[config.mk]
export PLATFORM = sky130hd
export DESIGN_NAME = codec_regbank
export DESIGN_NICKNAME = d
export VERILOG_FILES = /design/src/rtl/codec_regbank.sv
export SDC_FILE = /design/constraint.sdc
export NUM_CORES = 1
export LEC_CHECK = 0
export ABC_CLOCK_PERIOD_IN_PS = 8600
export BUFFER_PORTS_ARGS = -buffer_cell sky130_fd_sc_hd__buf_2
export CORE_MARGIN = 5
export CORE_UTILIZATION = 64
export CTS_BUF_LIST = sky130_fd_sc_hd__clkbuf_8
export DETAILED_ROUTE_END_ITERATION = 16
export PLACE_DENSITY = 0.81
export REMOVE_ABC_BUFFERS = 1
export SKIP_CTS_REPAIR_TIMING = 1
export SKIP_LAST_GASP = 1
export SLEW_MARGIN = 20
export SYNTH_ARGS = -nofsm -noshare
export SYNTH_HDL_FRONTEND = slang
export SYNTH_SLANG_ARGS = --single-unit
[constraint.sdc]
create_clock -name clk -period 8.6 [get_ports clk]
set_clock_uncertainty 0.05 [all_clocks]
set_input_delay 1.72 -clock clk [delete_from_list [all_inputs] [get_ports clk]]
set_output_delay 1.72 -clock clk [all_outputs]
set_load 0.1 [all_outputs]
[src/rtl/codec_regbank.sv]
module codec_regbank #(
  parameter int ADDR_W = 6,
  parameter int DATA_W = 32,
  parameter int IREG_W = 8,
  parameter int IDX_W  = 5
) (
  input  logic              clk,
  input  logic              rst_n,
  input  logic              rd_en,
  input  logic              wr_en,
  input  logic [ADDR_W-1:0] addr,
  input  logic [DATA_W-1:0] wdata,
  output logic [DATA_W-1:0] rdata,
  output logic              irq
);
  localparam int SLOT_W = ADDR_W - 2;
  localparam int NDIR   = 1 << SLOT_W;
  localparam int NIND   = 1 << IDX_W;
  localparam logic [SLOT_W-1:0] S_PTR  = SLOT_W'(0);
  localparam logic [SLOT_W-1:0] S_WIN  = SLOT_W'(1);
  localparam logic [SLOT_W-1:0] S_RO   = SLOT_W'(2);
  localparam logic [SLOT_W-1:0] S_CTL  = SLOT_W'(4);
  localparam logic [IDX_W-1:0]  I_WO   = IDX_W'(3);
  localparam logic [IDX_W-1:0]  I_RO_A = IDX_W'(11);
  localparam logic [IDX_W-1:0]  I_MRG  = IDX_W'(12);
  localparam logic [IDX_W-1:0]  I_RO_B = IDX_W'(25);
  localparam logic [IREG_W-1:0] CDC_ID = IREG_W'(8'h8A);
  localparam logic [IREG_W-1:0] CHIP_ID = IREG_W'(8'hA0);
  localparam logic [IREG_W-1:0] MRG_KEEP = IREG_W'(8'h40);
  localparam logic [DATA_W-1:0] CTL_MASK = DATA_W'(32'h7F);

  logic [DATA_W-1:0] dreg [NDIR];
  logic [IREG_W-1:0] ireg [NIND];

  wire [SLOT_W-1:0] slot = addr[ADDR_W-1:2];
  wire [IDX_W-1:0]  idx  = dreg[S_PTR][IDX_W-1:0];
  wire wr_win   = wr_en && slot == S_WIN;
  wire soft_clr = wr_en && slot == S_CTL && wdata[0];

  function automatic logic [IREG_W-1:0] ind_init(int i);
    if (i == int'(I_MRG)) return CDC_ID;
    if (i == int'(I_RO_B)) return CHIP_ID;
    return '0;
  endfunction

  always_comb begin
    rdata = '0;
    if (rd_en) begin
      if (slot == S_WIN)
        rdata = (idx == I_WO) ? '0 : {{(DATA_W-IREG_W){1'b0}}, ireg[idx]};
      else
        rdata = dreg[slot];
    end
  end

  assign irq = 1'b0;

  always_ff @(posedge clk or negedge rst_n) begin
    if (!rst_n) begin
      for (int i = 0; i < NDIR; i++) dreg[i] <= '0;
      for (int i = 0; i < NIND; i++) ireg[i] <= ind_init(i);
    end else if (wr_en) begin
      if (soft_clr) begin
        for (int i = 0; i < NDIR; i++) dreg[i] <= '0;
        for (int i = 0; i < NIND; i++) ireg[i] <= ind_init(i);
        dreg[S_CTL] <= wdata & CTL_MASK;
      end else begin
        case (slot)
          S_WIN: begin
            if (idx == I_MRG)
              ireg[idx] <= (wdata[IREG_W-1:0] & MRG_KEEP) | CDC_ID;
            else if (idx != I_RO_A && idx != I_RO_B)
              ireg[idx] <= wdata[IREG_W-1:0];
          end
          S_RO:  ;
          S_CTL: dreg[S_CTL] <= wdata & CTL_MASK;
          default: dreg[slot] <= wdata;
        endcase
      end
    end
  end

  p_lane_ignored_r3: assert property (@(posedge clk) disable iff (!rst_n)
    (rd_en && !wr_en && $past(rd_en) && !$past(wr_en) &&
     addr[ADDR_W-1:2] == $past(addr[ADDR_W-1:2]) && addr[1:0] != $past(addr[1:0]))
    |-> rdata == $past(rdata));

  p_wo_read_zero_r6: assert property (@(posedge clk) disable iff (!rst_n)
    (rd_en && slot == S_WIN && idx == I_WO) |-> rdata == '0);

  p_ro_hold_r7: assert property (@(posedge clk) disable iff (!rst_n)
    (wr_win && (idx == I_RO_A || idx == I_RO_B))
    |=> ($stable(ireg[I_RO_A]) && $stable(ireg[I_RO_B])));

  p_merge_r8: assert property (@(posedge clk) disable iff (!rst_n)
    (wr_win && idx == I_MRG)
    |=> ireg[I_MRG] == (($past(wdata[IREG_W-1:0]) & MRG_KEEP) | CDC_ID));

  p_slot2_zero_r9: assert property (@(posedge clk) disable iff (!rst_n)
    (rd_en && slot == S_RO) |-> rdata == '0);

  p_soft_reset_r10: assert property (@(posedge clk) disable iff (!rst_n)
    soft_clr |=> (dreg[S_PTR] == '0 && ireg[I_MRG] == CDC_ID &&
                  ireg[I_RO_B] == CHIP_ID && dreg[S_CTL] == ($past(wdata) & CTL_MASK)));

  p_idle_read_r11: assert property (@(posedge clk) disable iff (!rst_n)
    !rd_en |-> rdata == '0);
endmodule

After elaboration in Yosys (flattened, before gate mapping)
Index checks and enable logic that the tools add are counted.

Bitwise gates (word level): 2. Equal/unequal tests: 9. Multiplexer cells: 28. Order comparisons: 4. Reduce and logical (&&, ||, !) cells: 12.

Operators by type and width (number): two-way mux 256 bit (4); bitwise mux 256 bit (2); bitwise mux 512 bit (1); two-way mux 512 bit (1); two-way mux 352 bit (1); two-way mux 32 bit (5); binary-select mux 32 bit (select 4 bit) (1); demux 32 bit (select 4 bit) (1); two-way mux 128 bit (1); one-hot mux 32 bit (2 select lines) (1); two-way mux 8 bit (6); binary-select mux 8 bit (select 5 bit) (1); demux 8 bit (select 5 bit) (1); >= comparator 6 bit (second input constant) (1); < comparator 6 x 1 -> 1 bit (second input constant) (1); NOT 5 -> 6 bit (1); equality test 5 x 2 -> 1 bit (second input constant) (1); equality test 5 x 4 -> 1 bit (second input constant) (1); >= comparator 5 bit (second input constant) (1); logical AND 1 bit (5); < comparator 5 x 1 -> 1 bit (second input constant) (1); inequality test 5 x 4 -> 1 bit (second input constant) (1); inequality test 5 bit (second input constant) (1); NOT 4 -> 5 bit (1); 11 further kinds (14).

Output and inout bits: 33. Bits of input ports: 42. Bits in registers: 768.

Longest topological paths before layout
Depth in word-level cells: 10. Mapped depth: 9. Gate-level depth less buffers: 5.

Worst setup path before layout
Ideal clock, no wire load.

Kind: input to output. Start point: input addr[3]. End point: output rdata[2]. Required time: 6.830 ns. Cell stages on the path: 6. Data arrival time: 4.467 ns. Setup slack: 2.363 ns. Cells stage by stage: buf_2 > or3b_2 > nor2_1 > o211ai_1 > a2111o_1 > o2bb2ai_1.

Word-level cells in the longest chain between the ends: 6. Elaborated cells on any way between the ends: 7. Classes of those cells: eq/ne: 1; mux: 5; bitwise: 1.

Ends and longest elaborated chain: start: declaration (line 11) `input logic [ADDR_W-1:0] addr,`; NOT 4 -> 5 bit (not written as such) (line 52) `rdata = dreg[slot];`; binary-select mux 32 bit (select 4 bit) (line 52); two-way mux 32 bit (not written as such) (2 in series) (line 52); two-way mux 32 bit (*) (line 49) `if (slot == S_WIN)`; two-way mux 32 bit (*) (line 48) `if (rd_en) begin`; end: declaration (line 13) `output logic [DATA_W-1:0] rdata,`.

Every way passes the cells marked *; elsewhere a longest branch is shown, timed or not. The select of a mux whose other input is x is not followed.

Worst setup path in the final report
Start point: input addr[2]. End point: output rdata[1].

Same word-level chain as after synthesis.

==> metrics.txt <==
Clock Sinks=approximately 770; utilization after layout=0.709; effective utilization at floorplan=0.645; detailed placer's ending HPWL=about 60000 um; maximum number of pins on one net before global-route repair=217; most area-consuming cells after synthesis=sky130_fd_sc_hd__dfrtp_1, sky130_fd_sc_hd__mux4_2, sky130_fd_sc_hd__nand2_1; # IOs=between 70 and 80; total of flip-flops plus latches after synthesis=about 770; transition at the pin with the smallest max-transition slack=1.20 ns; number of global-route vias before repair=about 29000; worst-case vdd ir drop=about 0.00019 V; area fraction of the dominant cell type after synthesis=0.526; number of distinct library cell variants in the gate-level netlist after synthesis=between 50 and 60; wire per inst=about 25 um; Setup CP Type=in -> out; total track usage=0.340; Site Rows=87; grt total ovfl=0; critical path endpoint category=output pin; die height=248 um; slew margin rel.=0.201; via count of the routed design=~28000; Setup Total Neg Slack=0 ns; Clock Latency Late Sink=about 0.76 ns; wirelength, routed=104000 um; instance count of the mapped netlist=~3400; Peak Freq=151 MHz; final worst path period need=6.64 ns; DRC errors left=0; CP Data Required Time=between 6 and 7 ns; NumNets Final=about 3400; Die X-Extent=approximately 250 um; Hold Vio Cnt, Final=0; RSZ-0062 raised after global routing=no; maxcap violations=0; final weighted congestion in routability-driven placement=slightly above 0.9; most used flip-flop cell after synthesis=sky130_fd_sc_hd__dfrtp_1; clock tree buffer depth=3; Design Area, Final=39900 um^2; number of failing setup endpoints in the final timing report=0; total placed instance area=between 30000 and 40000 um^2; warnings from Yosys=0; Pins Over Slew Limit=0; library cell with the largest summed area after synthesis=sky130_fd_sc_hd__dfrtp_1; maximum fanout along the worst path=53; outcome=completed; fraction of registers with async set or reset after synthesis=1.00; power density over the cells=about 230 nW/um^2; Clk pin slew, worst setup/hold paths=about 0.060 ns; DP Cell Count=3965; Pleak=approximately 18 nW; signal arrival time at the worst endpoint=between 4 and 5 ns; Synth Cell Area=~36000 um^2; wire length of the first global-routing pass=~160000 um; Pre-antenna DRT Iters=6; CTS tree=yes; startpoint types=primary input; Die ar.=about 62000 um^2; share of cells above drive strength 1=0.187; P&R area growth vs syn=9.93%; antenna violations before repair=3; fillers=3733; sequential fraction of the synthesis area=0.530; remaining antenna violation count after routing=0; portion of the clock cycle consumed by the worst path in the final layout=0.772; H-tree levels=3; clk root buf=sky130_fd_sc_hd__clkbuf_8; DRC marker count from the first detailed-route iteration=~3400; number of buffers created by CTS=120; detail-routed via count per cell=between 6 and 7; worst min-delay path category=reg -> reg; number of enable flip-flop cells after synthesis=0; Avg Inst Size Synth=between 10 and 15 um^2; placeable core region=approximately 56000 um^2; Layout Cells excl Fill=4204; Port Buffers=~70
==> area by class of cell <==
cell class	count	area, um^2	share of cell area
sequential	768	19200	0.482
multi-input combinational	2312	15900	0.399
clock buffer	165	2270	0.0569
timing repair buffer	135	1040	0.0261
tap	756	946	0.0237
clock inverter	62	465	0.0117
inverter	3	11.3	0.000282
antenna	3	7.51	0.000188
==> placed cells by master (no fill, tap or decap), drive strengths merged, types with 3 or more instances in the layout <==
| cell type | synthesis | routed |
|---|---|---|
| a211oi | 56 | 56 |
| a21oi | 425 | 425 |
| a22o | 5 | 5 |
| a22oi | 9 | 9 |
| a31o | 25 | 25 |
| and2 | 88 | 88 |
| buf | 136 | 135 |
| bufinv | 0 | 7 |
| clkbuf | 175 | 165 |
| clkinv | 0 | 18 |
| dfrtp | 763 | 763 |
| dfstp | 5 | 5 |
| diode | 0 | 3 |
| inv | 3 | 39 |
| mux2 | 9 | 9 |
| mux2i | 155 | 155 |
| mux4 | 216 | 216 |
| nand2 | 901 | 901 |
| nand2b | 11 | 11 |
| nand3 | 45 | 45 |
| nand3b | 4 | 4 |
| nor2 | 189 | 189 |
| nor2b | 67 | 67 |
| nor3 | 13 | 13 |
| nor3b | 4 | 4 |
| nor4 | 7 | 7 |
| o211ai | 12 | 12 |
| o21ai | 37 | 37 |
| o22ai | 3 | 3 |
| o2bb2ai | 5 | 5 |
| or3 | 3 | 3 |
==> sequential cells by signal, indices dropped and copies added (netlist names) <==
name  cells
dreg    512
ireg    256
==> cell families after synthesis <==
| logic type | count (synthesis) | share of synthesized area |
|---|---|---|
| other | 1 | 0.000103 |
| flip-flops | 768 | 0.530 |
| multiplexers | 380 | 0.180 |
| AND/OR/NAND/NOR | 1341 | 0.156 |
| AO/OA/AOI/OAI | 589 | 0.0970 |
| buffers and inverters | 314 | 0.0373 |
| XOR/XNOR | 1 | 0.000241 |
==> layer usage <==
| metal | vias up | GRT usage | part of all wire |
|---|---|---|---|
| met1 | 14000 | 0.442 | 0.35 |
| met2 | 1817 | 0.537 | 0.48 |
| met3 | 472 | 0.0793 | 0.11 |
| met5 | - | 0 | 0.00011 |
| met4 | 2 | 0.190 | 0.058 |
| li1 | 11600 | - | - |
==> cells in the mapped netlist, types with 7 or more instances <==
master	number
sky130_fd_sc_hd__buf_4	13
sky130_fd_sc_hd__buf_2	89
sky130_fd_sc_hd__a211oi_4	12
sky130_fd_sc_hd__a211oi_1	36
sky130_fd_sc_hd__dfrtp_1	763
sky130_fd_sc_hd__mux2_2	9
sky130_fd_sc_hd__mux2i_1	155
sky130_fd_sc_hd__o211ai_1	10
sky130_fd_sc_hd__nor4_1	7
sky130_fd_sc_hd__nand2_1	899
sky130_fd_sc_hd__nor2b_1	67
sky130_fd_sc_hd__nand2b_1	11
sky130_fd_sc_hd__o21ai_0	36
sky130_fd_sc_hd__a21oi_1	425
sky130_fd_sc_hd__mux4_2	216
sky130_fd_sc_hd__nand3_1	43
sky130_fd_sc_hd__buf_1	32
sky130_fd_sc_hd__nor2_1	187
sky130_fd_sc_hd__a211oi_2	8
sky130_fd_sc_hd__a22oi_1	9
sky130_fd_sc_hd__nor3_1	13
sky130_fd_sc_hd__clkbuf_1	175
sky130_fd_sc_hd__a31o_2	25
sky130_fd_sc_hd__and2_1	88
==> worst max-delay path, cell delays in order <==
cell                      delay, ns
sky130_fd_sc_hd__buf_8         0.45
sky130_fd_sc_hd__or3b_2        0.64
sky130_fd_sc_hd__o21ai_4       0.91
sky130_fd_sc_hd__inv_1         0.41
sky130_fd_sc_hd__a22o_1        0.36
sky130_fd_sc_hd__buf_2         0.31
==> report_power, final <==
| group | leakage [nW] | switching, mW | total, mW | internal (mW) |
|---|---|---|---|---|
| combinational | 5.99 | 0.838 | 1.44 | 0.607 |
| sequential | 10.3 | 0.270 | 4.32 | 4.05 |
| clock | 1.55 | 1.50 | 3.41 | 1.92 |
==> stage by stage <==
stage	hold WS, ns	power [mW]	setup slack, ns
after CTS	0.432	9.17	2.00
final	0.431	9.18	1.96
after detailed placement	0.418	5.79	2.00
after global placement	0.407	5.68	2.01
after floorplan	0.395	5.33	-45.71
after global routing	0.445	9.52	1.85
==> path summary, 6_finish.rpt <==
check | from | slack [ns] | cells past startpoint | to
setup / recovery | addr[2] | 1.96 | 6 | rdata[1]
hold / removal | ireg[171]$_DFFE_PN0P_ | 0.43 | 2 | ireg[171]$_DFFE_PN0P_
setup reg to reg | dreg[481]$_DFFE_PN0P_ | 4.84 | 6 | ireg[100]$_DFFE_PN0P_
hold reg to reg | ireg[171]$_DFFE_PN0P_ | 0.43 | 2 | ireg[171]$_DFFE_PN0P_
max in group asynchronous | rst_n | 5.84 | 3 | dreg[180]$_DFFE_PN0P_
min in group asynchronous | rst_n | 1.05 | 1 | ireg[175]$_DFFE_PN0P_
No activity file was read; power rests on OpenSTA's default activity.
